$ cat config.mk
export PLATFORM = sky130hd
export DESIGN_NAME = tblptr_unit
export DESIGN_NICKNAME = d
export VERILOG_FILES = /design/src/rtl/tblptr_unit.sv
export SDC_FILE = /design/constraint.sdc
export NUM_CORES = 1
export LEC_CHECK = 0
export CAP_MARGIN = 20
export CORE_AREA = 2 2 83 85
export CTS_CLUSTER_DIAMETER = 40
export DETAILED_ROUTE_END_ITERATION = 8
export DIE_AREA = 0 0 85 87
export GPL_ROUTABILITY_DRIVEN = 0
export PLACE_DENSITY = 0.78
export SYNTH_ARGS = -nofsm -noshare
export SYNTH_HDL_FRONTEND = slang
export SYNTH_SLANG_ARGS = --single-unit
$ cat constraint.sdc
create_clock -name clk -period 2.75 [get_ports clk]
set_input_delay 0.55 -clock clk [delete_from_list [all_inputs] [get_ports clk]]
set_output_delay 0.55 -clock clk [all_outputs]
set_load 0.01 [all_outputs]
$ cat src/rtl/tblptr_unit.sv
module tblptr_unit #(
  parameter int PTR_W  = 22,
  parameter int BYTE_W = 8
) (
  input  logic              clk,
  input  logic              rst_n,
  input  logic              reg_we,
  input  logic [1:0]        reg_addr,
  input  logic [BYTE_W-1:0] reg_wdata,
  output logic [BYTE_W-1:0] reg_rdata,
  input  logic              cmd_valid,
  input  logic              cmd_write,
  input  logic [1:0]        cmd_mode,
  output logic              busy,
  output logic              mem_rd_en,
  output logic [PTR_W-1:0]  mem_rd_addr,
  input  logic [BYTE_W-1:0] mem_rd_data,
  output logic              wb_we,
  output logic [PTR_W-1:0]  wb_addr,
  output logic [BYTE_W-1:0] wb_data
);
  localparam int UP_W  = PTR_W - 2*BYTE_W;
  localparam int LOW_W = PTR_W - 1;

  localparam logic [1:0] SEL_LO = 2'd0;
  localparam logic [1:0] SEL_HI = 2'd1;
  localparam logic [1:0] SEL_UP = 2'd2;
  localparam logic [1:0] SEL_LT = 2'd3;

  localparam logic [1:0] M_NONE = 2'd0;
  localparam logic [1:0] M_PINC = 2'd1;
  localparam logic [1:0] M_PDEC = 2'd2;
  localparam logic [1:0] M_PRE  = 2'd3;

  logic [UP_W-1:0]   up_q;
  logic [BYTE_W-1:0] hi_q, lo_q, latch_q;
  logic              pend_q;
  logic [PTR_W-1:0]  ptr, ptr_inc, ptr_dec, ptr_nxt, acc_addr;
  logic              accept;

  assign ptr     = {up_q, hi_q, lo_q};
  assign ptr_inc = {ptr[PTR_W-1], ptr[LOW_W-1:0] + 1'b1};
  assign ptr_dec = {ptr[PTR_W-1], ptr[LOW_W-1:0] - 1'b1};
  assign accept  = cmd_valid & ~pend_q;
  assign busy    = pend_q;

  always_comb begin
    unique case (cmd_mode)
      M_PINC:  ptr_nxt = ptr_inc;
      M_PDEC:  ptr_nxt = ptr_dec;
      M_PRE:   ptr_nxt = ptr_inc;
      default: ptr_nxt = ptr;
    endcase
  end

  assign acc_addr    = (cmd_mode == M_PRE) ? ptr_inc : ptr;
  assign mem_rd_en   = accept & ~cmd_write;
  assign mem_rd_addr = acc_addr;
  assign wb_we       = accept & cmd_write;
  assign wb_addr     = acc_addr;
  assign wb_data     = latch_q;

  always_comb begin
    unique case (reg_addr)
      SEL_LO:  reg_rdata = lo_q;
      SEL_HI:  reg_rdata = hi_q;
      SEL_UP:  reg_rdata = {{(BYTE_W-UP_W){1'b0}}, up_q};
      default: reg_rdata = latch_q;
    endcase
  end

  always_ff @(posedge clk) begin
    if (!rst_n) begin
      up_q    <= '0;
      hi_q    <= '0;
      lo_q    <= '0;
      latch_q <= '0;
      pend_q  <= 1'b0;
    end else begin
      pend_q <= mem_rd_en;
      if (reg_we && reg_addr == SEL_LO) lo_q <= reg_wdata;
      else if (accept)                  lo_q <= ptr_nxt[BYTE_W-1:0];
      if (reg_we && reg_addr == SEL_HI) hi_q <= reg_wdata;
      else if (accept)                  hi_q <= ptr_nxt[2*BYTE_W-1:BYTE_W];
      if (reg_we && reg_addr == SEL_UP) up_q <= reg_wdata[UP_W-1:0];
      else if (accept)                  up_q <= ptr_nxt[PTR_W-1:2*BYTE_W];
      if (reg_we && reg_addr == SEL_LT) latch_q <= reg_wdata;
      else if (pend_q)                  latch_q <= mem_rd_data;
    end
  end

  assert_bit21_kept_R6: assert property (@(posedge clk) disable iff (!rst_n)
    (accept && !(reg_we && reg_addr == SEL_UP)) |=> ptr[PTR_W-1] == $past(ptr[PTR_W-1]));

  assert_read_sets_busy_R8: assert property (@(posedge clk) disable iff (!rst_n)
    mem_rd_en |=> busy);

  assert_busy_one_cycle_R8: assert property (@(posedge clk) disable iff (!rst_n)
    busy |=> !busy);

  assert_no_strobe_when_busy_R8: assert property (@(posedge clk) disable iff (!rst_n)
    busy |-> (!mem_rd_en && !wb_we));

  assert_ptr_held_when_idle_R5: assert property (@(posedge clk) disable iff (!rst_n)
    (!cmd_valid && !reg_we) |=> ptr == $past(ptr));
endmodule

# == After elaboration in Yosys (flattened, before gate mapping) ==
# Cells that the tools add are included.
# totals
output_inout_bits,63
wordCells,46
reg_bits,31
in_bits,25
# op_classes
reduce_logical,16
n_eq_ne,6
add_sub_neg,2
n_mux,11
bitwise,5
# op_table
cell,count
8-bit 2-to-1 mux,6
21-bit case mux with 2 select lines,1
8-bit case mux with 3 select lines,1
"21-bit by 1-bit adder with 21-bit output, second input constant",1
21-bit 2-to-1 mux,1
"21-bit by 1-bit subtractor with 21-bit output, second input constant",1
6-bit 2-to-1 mux,2
3-bit nonzero test,3
"2-bit equality test, second input constant",4
2-bit nonzero test,4
2-bit AND reduction,3
"2-bit by 1-bit equality test with 1-bit output, second input constant",2
1-bit logical AND,4
1-bit bitwise AND,3
2-bit logical NOT,1
1-bit inverter,2
2-bit OR reduction,1

# == Logic depth before layout (Yosys ltp) ==
# Gate-level depths: netlist of run 1.
# depth
ltp_word,5
depth_mapped,8

# == Least setup slack after synthesis of run 1 ==
# OpenSTA, ideal clock, no wires.
# synth_path
kind,input -> output
from,input cmd_mode[0]
to,output wb_addr[20]
path_stages,7
t_arrival_ns,2.014
setup_slack_ns,0.186
cell_sequence,buf_2 -> buf_2 -> nand2_1 -> or3_1 -> nor2_1 -> xor2_1 -> buf_4
# synth_via
elab_chain_cells,2
# synth_rtl
element,line,rtl
from (decl),13,"input logic [1:0] cmd_mode,"
2-bit equality test,56,assign acc_addr = (cmd_mode == M_PRE) ? ptr_inc : ptr;
21-bit 2-to-1 mux,56,
to (decl),19,"output logic [PTR_W-1:0] wb_addr,"
# Every way passes these cells.

# == Worst setup path after layout of run 1 ==
# layout_path
from,input reg_addr[1]
to,output reg_rdata[2]
# layout_via
elab_chain_cells,2
# layout_rtl
element,line,rtl
from (decl),8,"input logic [1:0] reg_addr,"
2-bit equality test (tied with other cells),64,unique case (reg_addr)
8-bit case mux with 3 select lines *,64,
to (decl),10,"output logic [BYTE_W-1:0] reg_rdata,"
# Every way passes the cells marked *; elsewhere a longest branch is shown, timed or not.

==> flow_summary_export.csv, run 1 <==
group,metric,value,unit
power,p_switching,533.6,uW
routing,drtPass1Iterations,5,
logic_synthesis,synthDistinctLibCells,61,
global_route,antenna_found_initial,0,
routing,dr_total_vias,3264,
clocking,holdBufCountCts,0,
hold_path,hold_end,"up_q[5]",
power,power.share.switching,35.67,%
timing,period_minus_slack,2720,ps
global_route,globalRouteOverflowTotal,0,
timing,setup_violations,0,
timing,finClkSkew,9.567,ps
power,ir_drop,0.0002434,V
logic_synthesis,syn_area_per_cell,7.757,sq um
worst_setup_path,path_class,"in2out",
clocking,worst_skew_pair.late_latency,280,ps
worst_setup_path,worstPathArrival,2170,ps
final_layout,fill_cells,579,
power,seqPwrFrac,35.2,%
power,leakagePower,0.001665,uW
routing,route.detailed.drc,0,
timing,worst_pin_slew,630.5,ps
final_layout,final_common_cell,"clkdlybuf4s50_1",
worst_setup_path,worstReg2RegStart,"busy",
timing,rsz0062_at_grt,"false",
clocking,clockBufferDepth,2,
final_layout,diodes,0,
timing,hold_ws,518.7,ps
global_route,grt_max_degree,22,
power,p_per_area,383.2,mW/mm^2
clocking,cts-htree-levels,2,
routing,wl_per_cell,18.32,microns
timing,final_hold_viol_count,0,
placed_design,port_buffers,87,
global_route,grtUsageTotal,25.40,%
worst_setup_path,ff2ff_setup_slack,500,ps
placed_design,place_inst,519,
routing,drt_iter0_drc,400,
floorplanning,die_y,87,microns
floorplanning,initial_core_util,43.22,%
logic_synthesis,ys_dominant_reg_cell,"dfxtp_1",
timing,finalCritPeriodShare,98.91,%
global_route,grt_pass1_wl,15.05,mm
routing,wl,9.618,mm
power,pwr-share-clk,22.5,%
timing,slew_violations,0,
logic_synthesis,ys_seq_elements,31,
floorplanning,core_area,0.006569,sq mm
power,power,1496,uW
final_layout,areaGrowthSynthToFinish,37.51,%
clocking,tritoncts.num_buffers,5,
timing,slew_headroom,57.68,%
timing,fmaxAchievable,0.3676,GHz
clocking,clk_pin_slew,60,ps
final_layout,drive_gt1_share,15.96,%
power,power.internal,962.4,uW
clocking,root_buffer,"clkbuf_8",
logic_synthesis,netlist_area,0.002839,sq mm
floorplanning,die_area,0.007395,sq mm
worst_setup_path,reg2reg_depth,6,
logic_synthesis,yosysWarnings,0,
worst_setup_path,r2r-end,"up_q[4]",
logic_synthesis,synth_edf_count,0,
logic_synthesis,netlist_instances,366,
hold_path,min_from,"up_q[5]",
power,combPwrFrac,42.3,%
floorplanning,row_count,30,
final_layout,final_cell_mix,"clkdlybuf4s50_1 (49), buf_4 (42), nor2_1 (39), dfxtp_1 (31), dlygate4sd2_1 (28)",
worst_setup_path,cp_max_fo,2,
hold_path,hold_path.class,"reg2reg",
final_layout,nets,473,
logic_synthesis,syn_nets,393,
routing,antenna_left,0,
run_status,outcome,"finished clean",
worst_setup_path,endpoint_kind,"output port",
clocking,cts.sinks,31,
timing,setup_tns,0,ps
routing,viasPerCell,6.217,
floorplanning,dieWidth,85,microns
final_layout,fin_util,59.43,%
global_route,first_global_vias,2950,
logic_synthesis,async_flop_share,0,%
floorplanning,io_pins,88,
logic_synthesis,ys_seq_area_share,21.86,%
worst_setup_path,startpoint_type,"input port",
clocking,cts_tree,"done",
hold_path,worstHoldPathCells,2,
job,drv_cap,0,
placed_design,place_hpwl,7.485,mm
final_layout,finalNonFillerCells,525,
worst_setup_path,critPathRequiredTime,2200,ps
-- synth_stat cells, drive strengths merged (3+ instances only) --
master	count	share of area, %
nor2	41	5.4
buf	36	8.8
dfxtp	31	22
nand3	26	4.6
clkbuf	21	2.9
xnor2	21	6.5
nand2	20	2.6
a211oi	16	4.2
o21ai	14	2.5
a21oi	11	1.9
nor3	11	2.1
nor4	11	2.4
xor2	11	3.4
mux2i	10	3.5
nand4	10	2.7
or3	7	1.5
inv	6	0.79
mux4	6	4.9
and4	5	1.5
and3	4	0.88
and2	3	0.66
nand3b	3	0.79
nand4b	3	0.93
or4	3	0.93
-- sequential cells by signal (all words and copies together) (netlist names) --
signal,cells
up_q,6
busy,1
wb_data,8
hi_q,8
lo_q,8
-- worst max path at each step --
stage,startpoint,depth (start not counted),to
finish,reg_addr[1],3,reg_rdata[2]
CTS,cmd_mode[1],7,mem_rd_addr[10]
global route,cmd_mode[0],7,wb_addr[4]
floorplan,cmd_mode[0],7,wb_addr[20]
global placement,cmd_mode[1],7,mem_rd_addr[15]
detailed placement,cmd_mode[1],7,mem_rd_addr[19]
-- per-layer routing --
metal | part of all wire (%) | vias to the layer above | GRT usage (%)
li1 | - | 1478 | -
met1 | 39 | 1508 | 32.42
met2 | 46 | 241 | 42.40
met3 | 11 | 37 | 5.308
met4 | 3.8 | 0 | 9.235
met5 | 0 | - | 0
-- repair_timing --
item                                    CTS  global route
setup buffers                             0             0
hold endpoints to repair                  0             0
pin swaps                                 1             1
endpoints found under the setup margin   43             9
gates resized for setup                  39            12
-- stage by stage --
| step | instance area [sq um] | worst slack [ps] |
|---|---|---|
| floorplan | 2839 | 185.6 |
| global route | 3904 | 6.260 |
| finish | 3904 | 29.90 |
| detailed placement | 3814 | -526.5 |
| global placement | 3814 | -429.2 |
| CTS | 3871 | 30.44 |
-- worst max-delay path, stage by stage --
cell	delay, ps
clkdlybuf4s50_1	530
mux4_1	590
clkdlybuf4s50_1	510
-- power by group through the flow --
| stage | sequential (uW) | combinational [uW] | clock (uW) |
|---|---|---|---|
| 6_report | 527 | 633 | 336 |
| 3_3_place_gp | 532 | 634 | 0 |
| 5_1_grt | 531 | 673 | 363 |
| 4_1_cts | 525 | 624 | 335 |
| 3_5_place_dp | 534 | 644 | 0 |
| 2_1_floorplan | 518 | 382 | 0 |
-- final cells by class --
class                   count  area, sq um  area share, %
multi-input cells         272         1901          48.69
repair buffers            130         1187          30.42
flip-flops and latches     31        620.6          15.90
well taps                  80        100.1          2.564
clock buffers               6        72.57          1.859
inverters                   6        22.52         0.5769
-- kinds of logic after synthesis --
kind of cell	after synthesis	synth area share, %
multiplexers	17	8.815
adder cells (fa/ha/maj)	2	0.8813
flip-flops	31	21.86
AO/OA/AOI/OAI	63	15.65
XOR/XNOR	32	9.872
buffers and inverters	63	12.47
AND/OR/NAND/NOR	158	30.45
Note: power is estimated with default switching activity, not from simulation.
==> inputs of run 2 (changes only) <==
CAP_MARGIN = 30   (was 20)
==> results of run 2 <==
The final DEF is identical to that of run 1; final timing and power are the same.
